<file path="src/rtl/irq_pc_pkg.sv">
package irq_pc_pkg;

    localparam logic [11:0] OFS_SETPEND   = 12'h200;
    localparam logic [11:0] OFS_CLRPEND   = 12'h280;
    localparam logic [11:0] OFS_PRIO_BASE = 12'h400;
    localparam int          LANE_W        = 8;
    localparam int          LANES         = 4;

    function automatic logic [LANES*LANE_W-1:0] lane_mask(input logic [LANES-1:0] strb);
        logic [LANES*LANE_W-1:0] m;
        for (int k = 0; k < LANES; k++) begin
            m[k*LANE_W +: LANE_W] = {LANE_W{strb[k]}};
        end
        return m;
    endfunction

endpackage

</file>
<file path="src/rtl/irq_prio_bank.sv">
module irq_prio_bank #(
    parameter int NUM_IRQ = 32,
    parameter int PRIO_W  = 2,
    parameter int IDX_W   = 3
) (
    input  logic                      clk,
    input  logic                      rst_n,
    input  logic                      wr_en,
    input  logic [IDX_W-1:0]          wr_idx,
    input  logic [3:0]                wr_strb,
    input  logic [4*PRIO_W-1:0]       wr_hi,
    input  logic [IDX_W-1:0]          rd_idx,
    output logic [31:0]               rd_word,
    output logic [NUM_IRQ*PRIO_W-1:0] prio_flat
);
    logic [PRIO_W-1:0] fld_q [NUM_IRQ];
    logic [PRIO_W-1:0] fld_d [NUM_IRQ];

    always_comb begin
        fld_d = fld_q;
        for (int i = 0; i < NUM_IRQ; i++) begin
            if (wr_en && wr_idx == IDX_W'(i / 4) && wr_strb[i % 4]) begin
                fld_d[i] = wr_hi[(i % 4)*PRIO_W +: PRIO_W];
            end
        end
    end

    always_comb begin
        rd_word = '0;
        for (int i = 0; i < NUM_IRQ; i++) begin
            if (rd_idx == IDX_W'(i / 4)) begin
                rd_word[(i % 4)*8 + 7 -: PRIO_W] = fld_q[i];
            end
        end
    end

    for (genvar g = 0; g < NUM_IRQ; g++) begin : g_flat
        assign prio_flat[g*PRIO_W +: PRIO_W] = fld_q[g];
    end

    always_ff @(posedge clk or negedge rst_n) begin
        if (!rst_n) begin
            for (int i = 0; i < NUM_IRQ; i++) fld_q[i] <= '0;
        end else begin
            fld_q <= fld_d;
        end
    end
endmodule

</file>
<file path="src/rtl/irq_pick_arbiter.sv">
module irq_pick_arbiter #(
    parameter int NUM_IRQ = 32,
    parameter int PRIO_W  = 2,
    parameter int ID_W    = 5
) (
    input  logic [NUM_IRQ-1:0]        elig,
    input  logic [NUM_IRQ*PRIO_W-1:0] prio_flat,
    output logic                      found,
    output logic [ID_W-1:0]           win_id
);
    logic [PRIO_W-1:0] win_prio;

    // Strict less-than keeps the lowest index on equal priority.
    always_comb begin
        found    = 1'b0;
        win_id   = '0;
        win_prio = '1;
        for (int i = 0; i < NUM_IRQ; i++) begin
            if (elig[i] && (!found || prio_flat[i*PRIO_W +: PRIO_W] < win_prio)) begin
                found    = 1'b1;
                win_id   = ID_W'(i);
                win_prio = prio_flat[i*PRIO_W +: PRIO_W];
            end
        end
    end
endmodule

</file>
<file path="src/rtl/irq_pend_prio_ctrl.sv">
module irq_pend_prio_ctrl #(
    parameter int NUM_IRQ = 32,
    parameter int PRIO_W  = 2,
    parameter int ADDR_W  = 12
) (
    input  logic                    clk,
    input  logic                    rst_n,
    input  logic                    reg_we,
    input  logic [ADDR_W-1:0]       reg_addr,
    input  logic [31:0]             reg_wdata,
    input  logic [3:0]              reg_wstrb,
    output logic [31:0]             reg_rdata,
    input  logic [NUM_IRQ-1:0]      irq_lines,
    input  logic [NUM_IRQ-1:0]      irq_enable,
    input  logic                    ack_valid,
    input  logic [$clog2(NUM_IRQ)-1:0] ack_id,
    input  logic                    done_valid,
    input  logic [$clog2(NUM_IRQ)-1:0] done_id,
    output logic                    best_valid,
    output logic [$clog2(NUM_IRQ)-1:0] best_id,
    output logic [NUM_IRQ-1:0]      irq_active
);
    import irq_pc_pkg::*;

    localparam int ID_W       = $clog2(NUM_IRQ);
    localparam int NUM_PREG   = NUM_IRQ / 4;
    localparam int PREG_IDX_W = (NUM_PREG > 1) ? $clog2(NUM_PREG) : 1;

    typedef struct packed {
        logic [NUM_IRQ-1:0] pend;
        logic [NUM_IRQ-1:0] active;
        logic [NUM_IRQ-1:0] line_prev;
        logic               best_valid;
        logic [ID_W-1:0]    best_id;
    } ctl_t;

    ctl_t st_q, st_d;

    logic [NUM_IRQ-1:0]        pend_now;
    logic [31:0]               lanes;
    logic [NUM_IRQ-1:0]        wbits;
    logic                      set_sel, clr_sel, prio_sel;
    logic [ADDR_W-1:0]         prio_ofs;
    logic [PREG_IDX_W-1:0]     prio_idx;
    logic [4*PRIO_W-1:0]       lane_hi;
    logic [31:0]               prio_rd_word;
    logic [NUM_IRQ*PRIO_W-1:0] prio_flat;
    logic                      arb_found;
    logic [ID_W-1:0]           arb_id;
    logic [NUM_IRQ-1:0]        rise, sw_set, sw_clr, ack_mask, done_mask;

    assign pend_now = st_q.pend;
    assign lanes    = lane_mask(reg_wstrb);
    assign wbits    = reg_wdata[NUM_IRQ-1:0] & lanes[NUM_IRQ-1:0];

    // Address decode
    assign set_sel  = reg_addr == ADDR_W'(OFS_SETPEND);
    assign clr_sel  = reg_addr == ADDR_W'(OFS_CLRPEND);
    assign prio_ofs = reg_addr - ADDR_W'(OFS_PRIO_BASE);
    assign prio_sel = (reg_addr >= ADDR_W'(OFS_PRIO_BASE))
                   && (prio_ofs < ADDR_W'(4 * NUM_PREG))
                   && (prio_ofs[1:0] == 2'b00);
    assign prio_idx = prio_ofs[PREG_IDX_W+1:2];

    for (genvar k = 0; k < 4; k++) begin : g_lane
        assign lane_hi[k*PRIO_W +: PRIO_W] = reg_wdata[k*8 + 7 -: PRIO_W];
    end

    irq_prio_bank #(
        .NUM_IRQ (NUM_IRQ),
        .PRIO_W  (PRIO_W),
        .IDX_W   (PREG_IDX_W)
    ) u_bank (
        .clk       (clk),
        .rst_n     (rst_n),
        .wr_en     (reg_we && prio_sel),
        .wr_idx    (prio_idx),
        .wr_strb   (reg_wstrb),
        .wr_hi     (lane_hi),
        .rd_idx    (prio_idx),
        .rd_word   (prio_rd_word),
        .prio_flat (prio_flat)
    );

    irq_pick_arbiter #(
        .NUM_IRQ (NUM_IRQ),
        .PRIO_W  (PRIO_W),
        .ID_W    (ID_W)
    ) u_arb (
        .elig      (st_q.pend & irq_enable),
        .prio_flat (prio_flat),
        .found     (arb_found),
        .win_id    (arb_id)
    );

    always_comb begin
        st_d      = st_q;
        rise      = irq_lines & ~st_q.line_prev;
        sw_set    = (reg_we && set_sel) ? wbits : '0;
        sw_clr    = (reg_we && clr_sel) ? wbits : '0;
        ack_mask  = ack_valid  ? (NUM_IRQ'(1) << ack_id)  : '0;
        done_mask = done_valid ? (NUM_IRQ'(1) << done_id) : '0;

        st_d.line_prev  = irq_lines;
        // A hardware rising level overrides any clear in the same cycle.
        st_d.pend       = ((st_q.pend | sw_set) & ~sw_clr & ~ack_mask) | rise;
        // Acknowledge overrides a completion for the same interrupt.
        st_d.active     = (st_q.active & ~done_mask) | ack_mask;
        st_d.best_valid = arb_found;
        st_d.best_id    = arb_id;
    end

    always_ff @(posedge clk or negedge rst_n) begin
        if (!rst_n) st_q <= '0;
        else        st_q <= st_d;
    end

    always_comb begin
        reg_rdata = '0;
        if (set_sel || clr_sel) reg_rdata = 32'(pend_now);
        else if (prio_sel)      reg_rdata = prio_rd_word;
    end

    assign best_valid = st_q.best_valid;
    assign best_id    = st_q.best_id;
    assign irq_active = st_q.active;
endmodule

</file>
<file path="config.mk">
export PLATFORM = sky130hd
export DESIGN_NAME = irq_pend_prio_ctrl
export DESIGN_NICKNAME = d
export VERILOG_FILES = /design/src/rtl/irq_pc_pkg.sv /design/src/rtl/irq_prio_bank.sv /design/src/rtl/irq_pick_arbiter.sv /design/src/rtl/irq_pend_prio_ctrl.sv
export SDC_FILE = /design/constraint.sdc
export NUM_CORES = 1
export LEC_CHECK = 0
export CAP_MARGIN = 20
export CORE_MARGIN = 8
export CORE_UTILIZATION = 54
export DETAILED_ROUTE_END_ITERATION = 10
export HOLD_SLACK_MARGIN = 0.06
export PLACE_DENSITY = 0.86
export SLEW_MARGIN = 25
export SYNTH_ARGS = -nofsm -noshare
export SYNTH_HDL_FRONTEND = slang
export SYNTH_SLANG_ARGS = --single-unit
</file>
<file path="constraint.sdc">
create_clock -name clk -period 7 [get_ports clk]
set_input_delay 0.7 -clock clk [delete_from_list [all_inputs] [get_ports clk]]
set_output_delay 0.7 -clock clk [all_outputs]
set_load 0.02 [all_outputs]
</file>
==> reports/metrics.cfg <==
[clock_tree]
cts_tree=built
numCtsBuffers=17
ctsHoldBuffers=0
clockBufferDepth=2
cts_sinks=166
htreeDepth=4
cts.reportedPaths.clkPinSlew_ns=0.08
clockRootBuffer=clkbuf_16
clock_latency_ns=0.43

[setup_path]
path_max_fanout=8
critical_path.max_stage_delay_ns=0.52
cp_top_family=simple AND/OR/NAND/NOR gates
critPathKind=in -> reg
cp.arrival_ns=6.72
crit_slowest_cell=or3_1
crit_buf_inv=1
start_kind=primary input
cp-end-kind=flop
cp_data_required_time_ns=7.29

[global_route]
antenna_found_initial=1
grt_max_degree=74
grt_pass1_vias=11000
grt_use_total=0.300
grt_pass1_wl_um=61000
grt_overflow=0

[sta]
fmax_ghz=0.155
fin_crit_sh=0.919
tns_ns=0
setup_viol=0
slew_headroom=0.377
tightest_slew_ns=0.926
fin_ws_ns=0.566
slew_violations=0
fin_skew_ns=0.00910
rsz0062_at_grt=false
period_needed_ns=6.43
finalHoldViolCount=0

[worst_hold_path]
hp-class=in -> async

[die]
dieArea_um2=25500
die_x_um=160
io_pins=197
core_um2=20200
core.rowCount=52
die_h_um=160
start_util=0.550

[layout]
fillers=1563
finalNonFillerCells=1745
drive_gt1_frac=0.123
syn_to_final_growth_pct=23.1
fin_util=0.677
final_nets=1591

[logic_synthesis]
ys_top_cells_by_area=dfrtp_1 37%, o21ai_0 7.6%, nand2_1 6.6%
ys_ff_latch=166
synth-edff-count=0
synth_top_cell_by_area=dfrtp_1
synth_commonest_cells=195 x nand2_1, 170 x o21ai_0, 166 x dfrtp_1, 74 x nor2_1, 64 x mux2_2
synth_seq_area_share=0.373
syn_area_per_cell_um2=8.50
synth_area_um2=11100
synth_top_area_frac=0.373
syn_inst=1309
synth_warnings=0
ys_types=91
synthArstFlopShare=1.00
synth.net_count=1438
yosysMostFrequentCell=nand2_1
synth_ff_type=dfrtp_1

[routing]
drt_iter0_markers=1214
drc=0
via_count=11200
drtAntennaViolNets=0
via_per_inst=6.44
wirelength_um=39400
dr.pass1.iters=6
wl_per_cell_um=22.6

[run]
max-cap-violations=0

[run_status]
status=completed

[place]
globalplace.congestion=0.977
pre_cts_ws_ns=0.154
io_buffers=196
hpwlAfterDp_um=30300
dp_cells=1713

[power_and_ir_drop]
power_mw=2.48
p_per_area_nw_per_um2=181
ir_drop_uv=175
p_leak_nw=5.77

[cell families (layout without fill, tap and decap cells)]
family	count (synthesis)	after routing	share of synthesized area
other	0	1	0
buffers and inverters	132	297	0.0576
AND/OR/NAND/NOR	504	504	0.226
adder cells (fa/ha/maj)	8	8	0.00776
multiplexers	80	80	0.0870
flip-flops	166	166	0.373
AO/OA/AOI/OAI	419	419	0.248
[layout by cell type (no fill, tap or decap), drive strengths merged, types with 9 or more instances in the layout]
master	count
buf	12
inv	67
nand2b	22
a21o	16
and2	34
nor2b	17
or3	9
and3	17
or2	17
o221ai	10
o21ai	174
a211oi	17
clkbuf	17
nor4	10
o21bai	11
o22a	10
nand3b	12
nand3	30
a21oi	53
mux2	64
nand4	15
o22ai	18
nor3	22
dfrtp	166
nor2	74
a31oi	20
clkdlybuf4s50	195
mux2i	9
a211o	9
o211ai	10
nand2	196
o2111ai	9
[cell type report]
type / instances / area [um2] / area share
diodes: 1 / 2.50 / 0.000183
clock buffers: 17 / 425 / 0.0311
clock inverters: 14 / 160 / 0.0117
inverters: 59 / 221 / 0.0162
multi-input cells: 1011 / 6350 / 0.464
flip-flops and latches: 166 / 4150 / 0.303
well taps: 270 / 338 / 0.0247
repair buffers: 207 / 2050 / 0.149
[power breakdown]
group | internal [mW] | switching, mW
clock network | 0.479 | 0.450
logic | 0.216 | 0.270
registers | 1.02 | 0.0479
total | 1.72 | 0.768
[final timing paths]
| path | start | endpoint | slack [ns] | cells past startpoint |
|---|---|---|---|---|
| max | irq_enable[9] | best_id[2] | 0.57 | 25 |
| min | rst_n | irq_active[19] | 0.20 | 1 |
| max reg2reg | u_bank.prio_flat[19] | best_id[2] | 0.67 | 24 |
| min reg2reg | st_q[30] | pend_now[24] | 0.42 | 1 |
| max in group asynchronous | rst_n | pend_now[9] | 5.00 | 3 |
| min in group clk | st_q[30] | pend_now[24] | 0.42 | 1 |
[metal layers]
layer	up-vias	track usage	share of wire
met3	87	0.0757	0.12
li1	5092	-	-
met1	5395	0.393	0.40
met2	658	0.477	0.45
met4	0	0.0969	0.028
met5	-	0	0
[state kept, by name, summed over array words and instances (netlist names)]
name	flops
u_bank.prio_flat	64
irq_active	32
pend_now	32
st_q	32
best_id	5
best_valid	1
[repair_timing]
action | CTS | global route
setup endpoints to repair | 0 | 2
resized for setup | 0 | 1
setup buffers | 0 | 0
endpoints found under the hold margin | 0 | 0
[metrics by stage]
step / hold slack (ns) / cell area [um2]
2_1_floorplan: 0.400 / 11100
3_3_place_gp: 0.403 / 13100
3_5_place_dp: 0.408 / 13100
4_1_cts: 0.227 / 13700
5_1_grt: 0.230 / 13700
6_report: 0.201 / 13700
(Power assumes the default switching activity.)
